**src/rtl/evtmr_pkg.sv**
```systemverilog
// Shared types for the event timer comparator channel.
// Assumes nothing beyond a single clock domain.
package evtmr_pkg;
    // Channel configuration as seen by the control sequencer
    typedef struct packed {
        logic glb_en;
        logic ch_en;
        logic periodic;
        logic narrow;
    } chan_cfg_t;
endpackage

```
**src/rtl/evtmr_cmp_match.sv**
```systemverilog
// Combinational compare stage: equality, signed "ahead" test, low-half
// rollover detect and low-half "behind" test. Assumes CNT_W is even.
module evtmr_cmp_match #(
    parameter int CNT_W = 64
) (
    input  logic [CNT_W-1:0] cnt,
    input  logic [CNT_W-1:0] cmp,
    input  logic             narrow,
    output logic             eq,
    output logic             ahead,
    output logic             at_top,
    output logic             behind
);
    localparam int HALF = CNT_W / 2;

    logic [CNT_W-1:0] diff_full;
    logic [HALF-1:0]  diff_lo;

    // Signed distance comparator minus counter in both widths
    always_comb begin
        diff_full = cmp - cnt;
        diff_lo   = cmp[HALF-1:0] - cnt[HALF-1:0];
    end

    // Mode-dependent compare results
    always_comb begin
        if (narrow) begin
            eq    = (cmp[HALF-1:0] == cnt[HALF-1:0]);
            ahead = !diff_lo[HALF-1] && (diff_lo != '0);
        end else begin
            eq    = (cmp == cnt);
            ahead = !diff_full[CNT_W-1] && (diff_full != '0);
        end
        at_top = &cnt[HALF-1:0];
        behind = (cmp[HALF-1:0] < cnt[HALF-1:0]);
    end
endmodule

```
**src/rtl/evtmr_cmp_regs.sv**
```systemverilog
// Comparator, period and set-value registers with the half-width write
// path, reload adder and narrow-mode truncation.
// Assumes reload is never asserted in the same cycle as a write.
module evtmr_cmp_regs #(
    parameter int CNT_W = 64
) (
    input  logic               clk,
    input  logic               rst_n,
    input  logic               periodic,
    input  logic               narrow,
    input  logic               wr_en,
    input  logic               wr_hi,
    input  logic [CNT_W/2-1:0] wr_data,
    input  logic               setval_arm,
    input  logic               reload,
    output logic [CNT_W-1:0]   cmp_q,
    output logic [CNT_W-1:0]   period_q,
    output logic               setval_q
);
    localparam int HALF = CNT_W / 2;

    logic [CNT_W-1:0] cmp_d;
    logic [CNT_W-1:0] per_d;

    // Next-state for comparator and period
    always_comb begin
        cmp_d = cmp_q;
        per_d = period_q;
        if (wr_en) begin
            if (!periodic || setval_q) begin
                if (wr_hi) cmp_d[CNT_W-1:HALF] = wr_data;
                else       cmp_d[HALF-1:0]     = wr_data;
            end
            if (periodic) begin
                if (!wr_hi) begin
                    per_d[HALF-1:0] = wr_data;
                    if (narrow) per_d[HALF-1] = 1'b0;
                end else if (!setval_q) begin
                    per_d[CNT_W-1:HALF] = {1'b0, wr_data[HALF-2:0]};
                end
            end
        end else if (reload) begin
            cmp_d = cmp_q + period_q;
        end
        if (narrow) begin
            cmp_d[CNT_W-1:HALF] = '0;
            per_d[CNT_W-1:HALF] = '0;
        end
    end

    // Register update with synchronous reset
    always_ff @(posedge clk) begin
        if (!rst_n) begin
            cmp_q    <= '1;
            period_q <= '0;
            setval_q <= 1'b0;
        end else begin
            cmp_q    <= cmp_d;
            period_q <= per_d;
            if (wr_en)           setval_q <= 1'b0;
            else if (setval_arm) setval_q <= 1'b1;
        end
    end


    reset_vals_chk: assert property (@(posedge clk)
        !rst_n |=> (cmp_q == '1 && period_q == '0 && !setval_q));

    oneshot_wr_chk: assert property (@(posedge clk) disable iff (!rst_n)
        (wr_en && !periodic && !wr_hi) |=> (cmp_q[HALF-1:0] == $past(wr_data)));

    setval_clear_chk: assert property (@(posedge clk) disable iff (!rst_n)
        wr_en |=> !setval_q);

    period_msb_chk: assert property (@(posedge clk) disable iff (!rst_n)
        !period_q[CNT_W-1]);

    narrow_upper_chk: assert property (@(posedge clk) disable iff (!rst_n)
        narrow |=> (cmp_q[CNT_W-1:HALF] == '0 && period_q[CNT_W-1:HALF] == '0));
endmodule

```
**src/rtl/evtmr_cmp_seq.sv**
```systemverilog
// Control sequencer: match and rollover pulses, periodic catch-up
// reload, arming and the pending-rollover flag.
// Assumes compare inputs are valid in the cycle they are sampled.
module evtmr_cmp_seq
    import evtmr_pkg::*;
(
    input  logic      clk,
    input  logic      rst_n,
    input  chan_cfg_t cfg,
    input  logic      tick,
    input  logic      wr_en,
    input  logic      period_nz,
    input  logic      eq,
    input  logic      ahead,
    input  logic      at_top,
    input  logic      behind,
    output logic      reload,
    output logic      fire_q
);
    logic en_all, en_q, arm_q, pend_q, catch_q, narrow_os, hit, wrap_hit;

    // Qualified events for this cycle
    always_comb begin
        en_all    = cfg.glb_en && cfg.ch_en;
        narrow_os = cfg.narrow && !cfg.periodic;
        hit       = tick && en_all && eq;
        wrap_hit  = tick && en_all && narrow_os && pend_q && at_top;
        reload    = !wr_en && cfg.periodic && period_nz &&
                    (hit || (catch_q && !ahead));
    end

    // Pulse, arming, catch-up and pending-rollover state
    always_ff @(posedge clk) begin
        if (!rst_n) begin
            en_q    <= 1'b0;
            arm_q   <= 1'b0;
            pend_q  <= 1'b0;
            catch_q <= 1'b0;
            fire_q  <= 1'b0;
        end else begin
            en_q    <= en_all;
            arm_q   <= wr_en || (en_all && !en_q);
            catch_q <= reload;
            fire_q  <= hit || wrap_hit;
            if (!narrow_os || !en_all) pend_q <= 1'b0;
            else if (arm_q)            pend_q <= behind;
            else if (wrap_hit)         pend_q <= 1'b0;
        end
    end


    pend_mode_chk: assert property (@(posedge clk) disable iff (!rst_n)
        pend_q |-> $past(narrow_os && en_all));
endmodule

```
**src/rtl/evtmr_cmp_channel.sv**
```systemverilog
// Top of one event timer comparator channel. Wires the compare stage,
// register file and sequencer. Assumes cnt_i advances at most once per
// cnt_tick_i and that CNT_W is even.
module evtmr_cmp_channel
    import evtmr_pkg::*;
#(
    parameter int CNT_W = 64
) (
    input  logic               clk,
    input  logic               rst_n,
    input  logic [CNT_W-1:0]   cnt_i,
    input  logic               cnt_tick_i,
    input  logic               glb_en_i,
    input  logic               ch_en_i,
    input  logic               periodic_i,
    input  logic               narrow_i,
    input  logic               setval_arm_i,
    input  logic               wr_en_i,
    input  logic               wr_hi_i,
    input  logic [CNT_W/2-1:0] wr_data_i,
    output logic               fire_o,
    output logic [CNT_W-1:0]   cmp_o,
    output logic [CNT_W-1:0]   period_o,
    output logic               setval_o
);
    chan_cfg_t cfg;
    logic eq, ahead, at_top, behind, reload;

    // Pack configuration inputs
    always_comb begin
        cfg.glb_en   = glb_en_i;
        cfg.ch_en    = ch_en_i;
        cfg.periodic = periodic_i;
        cfg.narrow   = narrow_i;
    end

    evtmr_cmp_match #(.CNT_W(CNT_W)) u_match (
        .cnt(cnt_i), .cmp(cmp_o), .narrow(narrow_i),
        .eq(eq), .ahead(ahead), .at_top(at_top), .behind(behind)
    );

    evtmr_cmp_regs #(.CNT_W(CNT_W)) u_regs (
        .clk(clk), .rst_n(rst_n), .periodic(periodic_i), .narrow(narrow_i),
        .wr_en(wr_en_i), .wr_hi(wr_hi_i), .wr_data(wr_data_i),
        .setval_arm(setval_arm_i), .reload(reload),
        .cmp_q(cmp_o), .period_q(period_o), .setval_q(setval_o)
    );

    evtmr_cmp_seq u_seq (
        .clk(clk), .rst_n(rst_n), .cfg(cfg), .tick(cnt_tick_i),
        .wr_en(wr_en_i), .period_nz(period_o != '0), .eq(eq), .ahead(ahead),
        .at_top(at_top), .behind(behind), .reload(reload), .fire_q(fire_o)
    );


    fire_qual_chk: assert property (@(posedge clk) disable iff (!rst_n)
        fire_o |-> $past(glb_en_i && ch_en_i && cnt_tick_i));
endmodule

```
**config.mk**
```make
export PLATFORM = sky130hd
export DESIGN_NAME = evtmr_cmp_channel
export DESIGN_NICKNAME = d
export VERILOG_FILES = /design/src/rtl/evtmr_pkg.sv /design/src/rtl/evtmr_cmp_match.sv /design/src/rtl/evtmr_cmp_regs.sv /design/src/rtl/evtmr_cmp_seq.sv /design/src/rtl/evtmr_cmp_channel.sv
export SDC_FILE = /design/constraint.sdc
export NUM_CORES = 1
export LEC_CHECK = 0
export BUFFER_PORTS_ARGS = -buffer_cell sky130_fd_sc_hd__buf_2
export CELL_PAD_IN_SITES_DETAIL_PLACEMENT = 0
export CELL_PAD_IN_SITES_GLOBAL_PLACEMENT = 2
export CORE_AREA = 3 3 289 149
export CTS_BUF_LIST = sky130_fd_sc_hd__clkbuf_16
export DETAILED_ROUTE_END_ITERATION = 12
export DIE_AREA = 0 0 292 152
export GPL_ROUTABILITY_DRIVEN = 0
export HOLD_SLACK_MARGIN = 0.08
export PLACE_DENSITY = 0.84
export SETUP_SLACK_MARGIN = 0.15
export SYNTH_ARGS = -nofsm -noshare
export SYNTH_HDL_FRONTEND = slang
export SYNTH_HIERARCHICAL = 1
export SYNTH_SLANG_ARGS = --single-unit
```
**constraint.sdc**
```tcl
create_clock -name clk -period 18 [get_ports clk]
set_clock_uncertainty 0.05 [all_clocks]
set_input_delay 2.7 -clock clk [delete_from_list [all_inputs] [get_ports clk]]
set_output_delay 2.7 -clock clk [all_outputs]
set_load 0.01 [all_outputs]
```
# Yosys cells after proc, flatten, opt, wreduce, memory -nomap -nowiden

Cells that the tools add are included.

Reduce and logical (&&, ||, !) cells: 41
Equal/unequal tests: 6
Add/sub/neg operators: 3
Multiplexer cells: 11
Bitwise gates (word level): 3
Order comparisons: 1

Operators with widths:

| kind               | number |
|---|---|
| $mux 64            | 3 |
| $reduce_bool 64->1 | 2 |
| $mux 32            | 3 |
| $add 64x63->64     | 1 |
| $eq 64x64->1       | 1 |
| $sub 64x64->64     | 1 |
| $eq 32x32->1       | 1 |
| $lt 32x32->1       | 1 |
| $reduce_and 32->1  | 1 |
| $reduce_bool 32->1 | 1 |
| $sub 32x32->32     | 1 |
| $logic_and 1x1->1  | 14 |
| $reduce_and 3->1   | 3 |
| $logic_not 1->1    | 8 |
| $ne 3x2->1 const B | 2 |
| $reduce_or 2->1    | 3 |
| $logic_or 1x1->1   | 5 |
| $mux 1             | 5 |
| $reduce_and 4->1   | 1 |
| $reduce_bool 2->1  | 2 |
| $not 1->1          | 3 |
| $reduce_bool 3->1  | 1 |
| $ne 2x1->1 const B | 1 |
| $ne 2x2->1 const B | 1 |

Input bits: 106
Output and inout port bits: 130
Register bits after elaboration: 133
Word-level logic and storage cells: 75

# Longest topological paths before layout

Depth after elaboration: 11
Mapped depth: 24
Depth with buffers taken out: 23

# Cells and area by module

The synthesis kept the hierarchy.

Modules (own cells, without submodules):

| module            | instances | area each (um^2) | cells an instance | seq. area each (um^2) |
|---|---|---|---|---|
| evtmr_cmp_regs    | 1         | 8813.5           | 1178              | 2562.5 |
| evtmr_cmp_match   | 1         | 5013.6           | 811               | 0.0 |
| evtmr_cmp_seq     | 1         | 227.7            | 22                | 100.1 |
| evtmr_cmp_channel | 1         | 138.9            | 21                | 0.0 |

# Least setup slack after synthesis

No wires, ideal clock.

Path kind: in2reg
Start point: in cnt_i[57]
End point: reg u_regs.cmp_q[18]
Buffers on the path: 3
Stages: 22
Data required time: 17.830 ns
Arrival: 7.467 ns
Path slack: 10.363 ns
Library setup time: 0.120 ns
Cells stage by stage: inv_1 -> ha_1 -> buf_6 -> inv_4 -> a2111oi_2 -> o311ai_1 -> or4_1 -> nor4_1 -> o2111ai_1 -> nor3_2 -> nand4b_1 -> or4_1 -> or4_1 -> o221a_1 -> nand2b_1 -> a21oi_1 -> nor2b_1 -> a21o_1 -> clkbuf_1 -> clkbuf_1 -> o2111ai_1 -> o31a_1

Cells in the longest elaborated chain, start to end: 10
Elaborated cells on any way between the ends: 14
Classes of those cells: 1 x add/sub; 1 x eq/ne; 2 x mux; 10 x reduce/logical

Ends and longest elaborated chain:

| element                                               | line                    | source |
|---|---|---|
| from (decl)                                           | evtmr_cmp_channel.sv:11 | `input logic [CNT_W-1:0] cnt_i,` |
| $sub 64x64->64 (*)                                    | evtmr_cmp_match.sv:21   | `diff_full = cmp - cnt;` |
| $reduce_bool 64->1 or $logic_not 1->1 (tied branches) | evtmr_cmp_match.sv:32   | `ahead = !diff_full[CNT_W-1] && (diff_full != '0);` |
| $logic_and 1x1->1 (*)                                 | evtmr_cmp_match.sv:32   |  |
| $mux 1 (*)                                            | evtmr_cmp_match.sv:27   | `if (narrow) begin` |
| named net ahead                                       | evtmr_cmp_channel.sv:27 | `logic eq, ahead, at_top, behind, reload;` |
| $logic_not 1->1 (*)                                   | evtmr_cmp_seq.sv:29     | `(hit \|\| (catch_q && !ahead));` |
| $logic_and 1x1->1 (*)                                 | evtmr_cmp_seq.sv:29     |  |
| $logic_or 1x1->1 (*)                                  | evtmr_cmp_seq.sv:29     |  |
| $logic_and 1x1->1 (*)                                 | evtmr_cmp_seq.sv:28     | `reload = !wr_en && cfg.periodic && period_nz &&` |
| named net reload                                      | evtmr_cmp_channel.sv:27 |  |
| $reduce_bool 2->1 (no line) (*)                       | n/a                     |  |
| $reduce_and 3->1 (no line) (*)                        | n/a                     |  |
| to (signal assigned)                                  | evtmr_cmp_regs.sv:58    | `cmp_q <= cmp_d;` |
| to (decl)                                             | evtmr_cmp_regs.sv:16    | `output logic [CNT_W-1:0] cmp_q,` |

Mark *: on every way through the listed nets, which the timed path passes. The rest lies on a longest branch.
A chain may end at the register's enable or synchronous reset.

# Final worst setup path

Start point: in cnt_i[22]
End point: reg u_regs.cmp_q[3]

Cells in the longest elaborated chain, start to end: 10
Elaborated cells on any way between the ends: 19
Classes of those cells: 2 x add/sub; 2 x eq/ne; 2 x mux; 13 x reduce/logical

Ends and longest elaborated chain:

| element                                          | line |
|---|---|
| $sub 64x64->64 or $sub 32x32->32 (tied branches) | evtmr_cmp_match.sv:21, evtmr_cmp_match.sv:22 |
| $reduce_bool 64->1 (tied with other cells)       | evtmr_cmp_match.sv:32 |
| $logic_and 1x1->1 (on tied branches)             | evtmr_cmp_match.sv:32, evtmr_cmp_match.sv:29 |
| $mux 1 (*)                                       | evtmr_cmp_match.sv:27 |
| named net ahead                                  | evtmr_cmp_channel.sv:27 |
| $logic_not 1->1 (*)                              | evtmr_cmp_seq.sv:29 |
| $logic_and 1x1->1 (*)                            | evtmr_cmp_seq.sv:29 |
| $logic_or 1x1->1 (*)                             | evtmr_cmp_seq.sv:29 |
| $logic_and 1x1->1 (*)                            | evtmr_cmp_seq.sv:28 |
| named net reload                                 | evtmr_cmp_channel.sv:27 |
| $reduce_bool 2->1 (no line) (*)                  | n/a |
| $reduce_and 3->1 (no line) (*)                   | n/a |

Marked as above.

==> out/metrics.yaml <==
timing:
  setup_viol: 0
  tns_ns: 0
  fin_crit_ns: 8.432
  finalHoldViolCount: 0
  max_freq_mhz: 118.6
  maxSlewHeadroom_pct: 38.05
  rsz0062_at_grt: "false"
  worst_pin_slew_ns: 0.9208
  period_share_pct: 46.84
  drv_slew: 0
floorplanning:
  die_area_um2: 44380
  core_area_um2: 40400
  die_x_um: 292
  start_util_pct: 35.13
  die_height_um: 152
  rows: 52
  io_pins: 236
setup_path:
  worstSetupStartpoint: "cnt_i[22]"
  cp-end-kind: "register"
  crit_required_ns: 18.23
  crit_family: "simple AND/OR/NAND/NOR gates"
  reg2reg_from: "u_regs/cmp_q[22]$_SDFFE_PN1P_"
  cp_slowest_cell: "o31ai_1"
  arrival_ns: 8.67
  worstSetupPathType: "in -> reg"
  r2r_slack_ns: 11.41
  critPathMaxFanout: 57
  start_kind: "input pin"
  path_cells: "buf_2, inv_1, ha_1, nand4_1, nor2_1, nand2_1, o21ai_1, nor2_1, o31ai_1, xor2_1, nand4b_1, or4_1, or4_1, o221a_1, nand2b_1, a21oi_1, nor2b_1, a21o_1, buf_4, o211ai_1, o21ai_0, nand2_1"
  regToRegEndpoint: "u_regs/cmp_q[3]$_SDFFE_PN1P_"
  cp.buffers_inverters: 3
  cpPeakStageDelay_ns: 0.63
  reg2regPathDepth: 20
synthesis:
  synth-seq-area-share_pct: 18.76
  synth-edff-count: 0
  syn_area_per_cell_um2: 6.985
  yosysWarnings: 6
  synth_top_cell_area_share_pct: 18.76
  synthesis.area_um2: 14190
  synth_top_area_cell: "dfxtp_1"
  async_reset_ff_share_pct: 0
  syn-num-nets: 2266
  ys_ff_latch: 133
  synth.distinct_cells: 104
  dominantRegCellSynth: "dfxtp_1"
  synth_area_leaders: "dfxtp_1 19%, ha_1 11%, nand2_1 8.8%"
  synthCells: 2032
global_route:
  gr-usage-met2_pct: 41.86
  grt_pass1_wl_um: 96310
  grt_pass1_vias: 15099
  overflow: 0
  grtUsageMet3_pct: 8.343
  gr-usage-met1_pct: 39.37
  grt_usage_pct: 28.13
  antenna_found_initial: 5
  grt_busiest_layer: "met2"
  grt_max_degree: 69
finish:
  fin_nets: 2415
  final_common_cell: "nand2_1"
  fin_area_um2: 16180
  drive_gt1_share_pct: 14.81
  layout_common_cells: "331 x nand2_1, 248 x a21oi_1, 234 x buf_2, 133 x dfxtp_1, 130 x nor2_1"
  layout-area-overhead-vs-synth_pct: 14.02
  fin_cells: 2735
place:
  portBuffers: 234
  hpwl_um: 53240
  place_inst: 2702
  dpl_cell_area_um2: 15620
clock_network:
  cts_made_buffers: 17
  clock_path_buffers: 2
  cts_setup_buffers: 0
  post_cts_resize_count: 0
  cts.sinks: 133
  clk_pin_slew_ns: 0.06
  insertion_delay_ns: 0.43
  cts_tree: "yes"
  ctsHtreeMaxLevel: 4
  cts_hold_buffers: 0
  cts_root_buf: "clkbuf_16"
power:
  finalPower_uw: 1179
  p_leak_uw: 0.006906
  p_per_area_nw_per_um2: 72.84
  max-vdd-ir-drop_uv: 67.41
routing:
  viasPerCell: 5.966
  drc: 0
  firstDrtPassIters: 6
  drt_iter0_drc: 1696
  wl_per_cell_um: 23.94
  vias: 16317
  drtAntennaViolNets: 0
  postRouteWirelength_um: 65470
min_path:
  hold_path_end: "u_seq/catch_q$_SDFF_PN0_"
  hold_start: "u_seq/catch_q$_SDFF_PN0_"
  min_path_cells: 2
  hold_class: "reg -> reg"
outcome:
  status: "finished, final reports clean"
flow_run:
  drv_cap: 0
-- worst reg2reg max path, stage by stage, from the launching register on --
cell and delay [ns]:
dfxtp_1 0.47, ha_1 0.62, nand4_1 0.28, nor2_1 0.20
nand2_1 0.07, o21ai_1 0.45, nor2_1 0.08, o31ai_1 0.63
xor2_1 0.19, nand4b_1 0.23, or4_1 0.46, or4_1 0.58
o221a_1 0.29, nand2b_1 0.16, a21oi_1 0.19, nor2b_1 0.51
a21o_1 0.14, buf_4 0.45, o211ai_1 0.20, o21ai_0 0.11
nand2_1 0.08
-- flip-flops by register name, indices dropped and copies added (netlist names) --
name / flops
u_seq/en_q: 1
u_regs/setval_q: 1
u_regs/period_q: 63
u_seq/fire_q: 1
u_seq/catch_q: 1
u_seq/arm_q: 1
u_seq/pend_q: 1
u_regs/cmp_q: 64
-- layer usage --
metal	vias to the layer above	part of all wire [%]
met2	717	42
met3	89	10
met4	2	2.4
met5	-	0.020
li1	7753	-
met1	7756	45
-- area by class of cell --
class | count | area (um2)
antenna | 1 | 2.502
clock buffer | 17 | 425.4
clock inverter | 15 | 140.1
fill | 4378 | 24220
inverter | 103 | 389.1
multi-input combinational | 1678 | 10610
sequential | 133 | 2663
tap | 540 | 675.6
timing repair buffer | 248 | 1276
-- metrics by stage --
stage / worst slack, ns / hold slack, ns / util (%)
finish: 9.568 / 0.4400 / 40.05
global route: 9.143 / 0.4678 / 40.05
CTS: 9.745 / 0.4302 / 40.05
detailed placement: 9.338 / 0.4193 / 38.65
global placement: 9.243 / 0.4221 / 38.65
floorplan: 10.36 / 0.4009 / -
-- worst max-delay path by stage --
stage | endpoint | slack, ns | depth (start not counted)
final | u_regs/cmp_q[3]$_SDFFE_PN1P_ | 9.57 | 22
after global routing | u_regs/cmp_q[12]$_SDFFE_PN1P_ | 9.14 | 22
after CTS | u_regs/cmp_q[13]$_SDFFE_PN1P_ | 9.74 | 23
after detailed placement | u_regs/cmp_q[13]$_SDFFE_PN1P_ | 9.34 | 23
after global placement | u_regs/cmp_q[56]$_SDFFE_PN1P_ | 9.24 | 22
after floorplan | u_regs/cmp_q[18]$_SDFFE_PN1P_ | 10.36 | 22
-- synthesized netlist by cell type (8+ instances only) --
| cell type | count |
|---|---|
| nor4_1 | 23 |
| o21ai_0 | 119 |
| nand2_1 | 331 |
| nor2_1 | 131 |
| a31oi_1 | 11 |
| a21oi_1 | 248 |
| ha_1 | 126 |
| clkbuf_1 | 83 |
| o2111ai_1 | 8 |
| a22oi_1 | 29 |
| a21o_1 | 31 |
| xnor2_1 | 44 |
| o31ai_1 | 8 |
| o211ai_1 | 73 |
| o21bai_1 | 17 |
| nand4_1 | 74 |
| nor2b_1 | 19 |
| o21ai_1 | 24 |
| xor2_1 | 48 |
| inv_1 | 102 |
| or3_1 | 12 |
| a21oi_2 | 9 |
| or4_1 | 9 |
| mux2i_1 | 16 |
| nand3_1 | 29 |
| dfxtp_1 | 133 |
| o21a_1 | 22 |
| nor3_1 | 34 |
| nand2b_1 | 17 |
| a211oi_1 | 15 |
| buf_2 | 17 |
-- where the power goes --
part | total [uW] | switching, uW | internal, uW
logic | 486 | 313 | 172
registers | 343 | 35.5 | 308
clock network | 350 | 148 | 202
total | 1180 | 496 | 682
-- logic make-up (layout without fill, tap and decap cells) --
family | count (synthesis) | after routing | share of synthesized area, %
other | 1 | 2 | 0.02642
adders and majority gates | 128 | 128 | 11.39
DFF | 133 | 133 | 18.76
xor gates and xnor gates | 92 | 92 | 5.677
and+or+nand+nor | 733 | 733 | 24.24
muxes | 17 | 17 | 1.208
buffers and inverters | 221 | 383 | 6.603
AOI/OAI and AO/OA | 707 | 707 | 32.10
(Power assumes the default switching activity.)
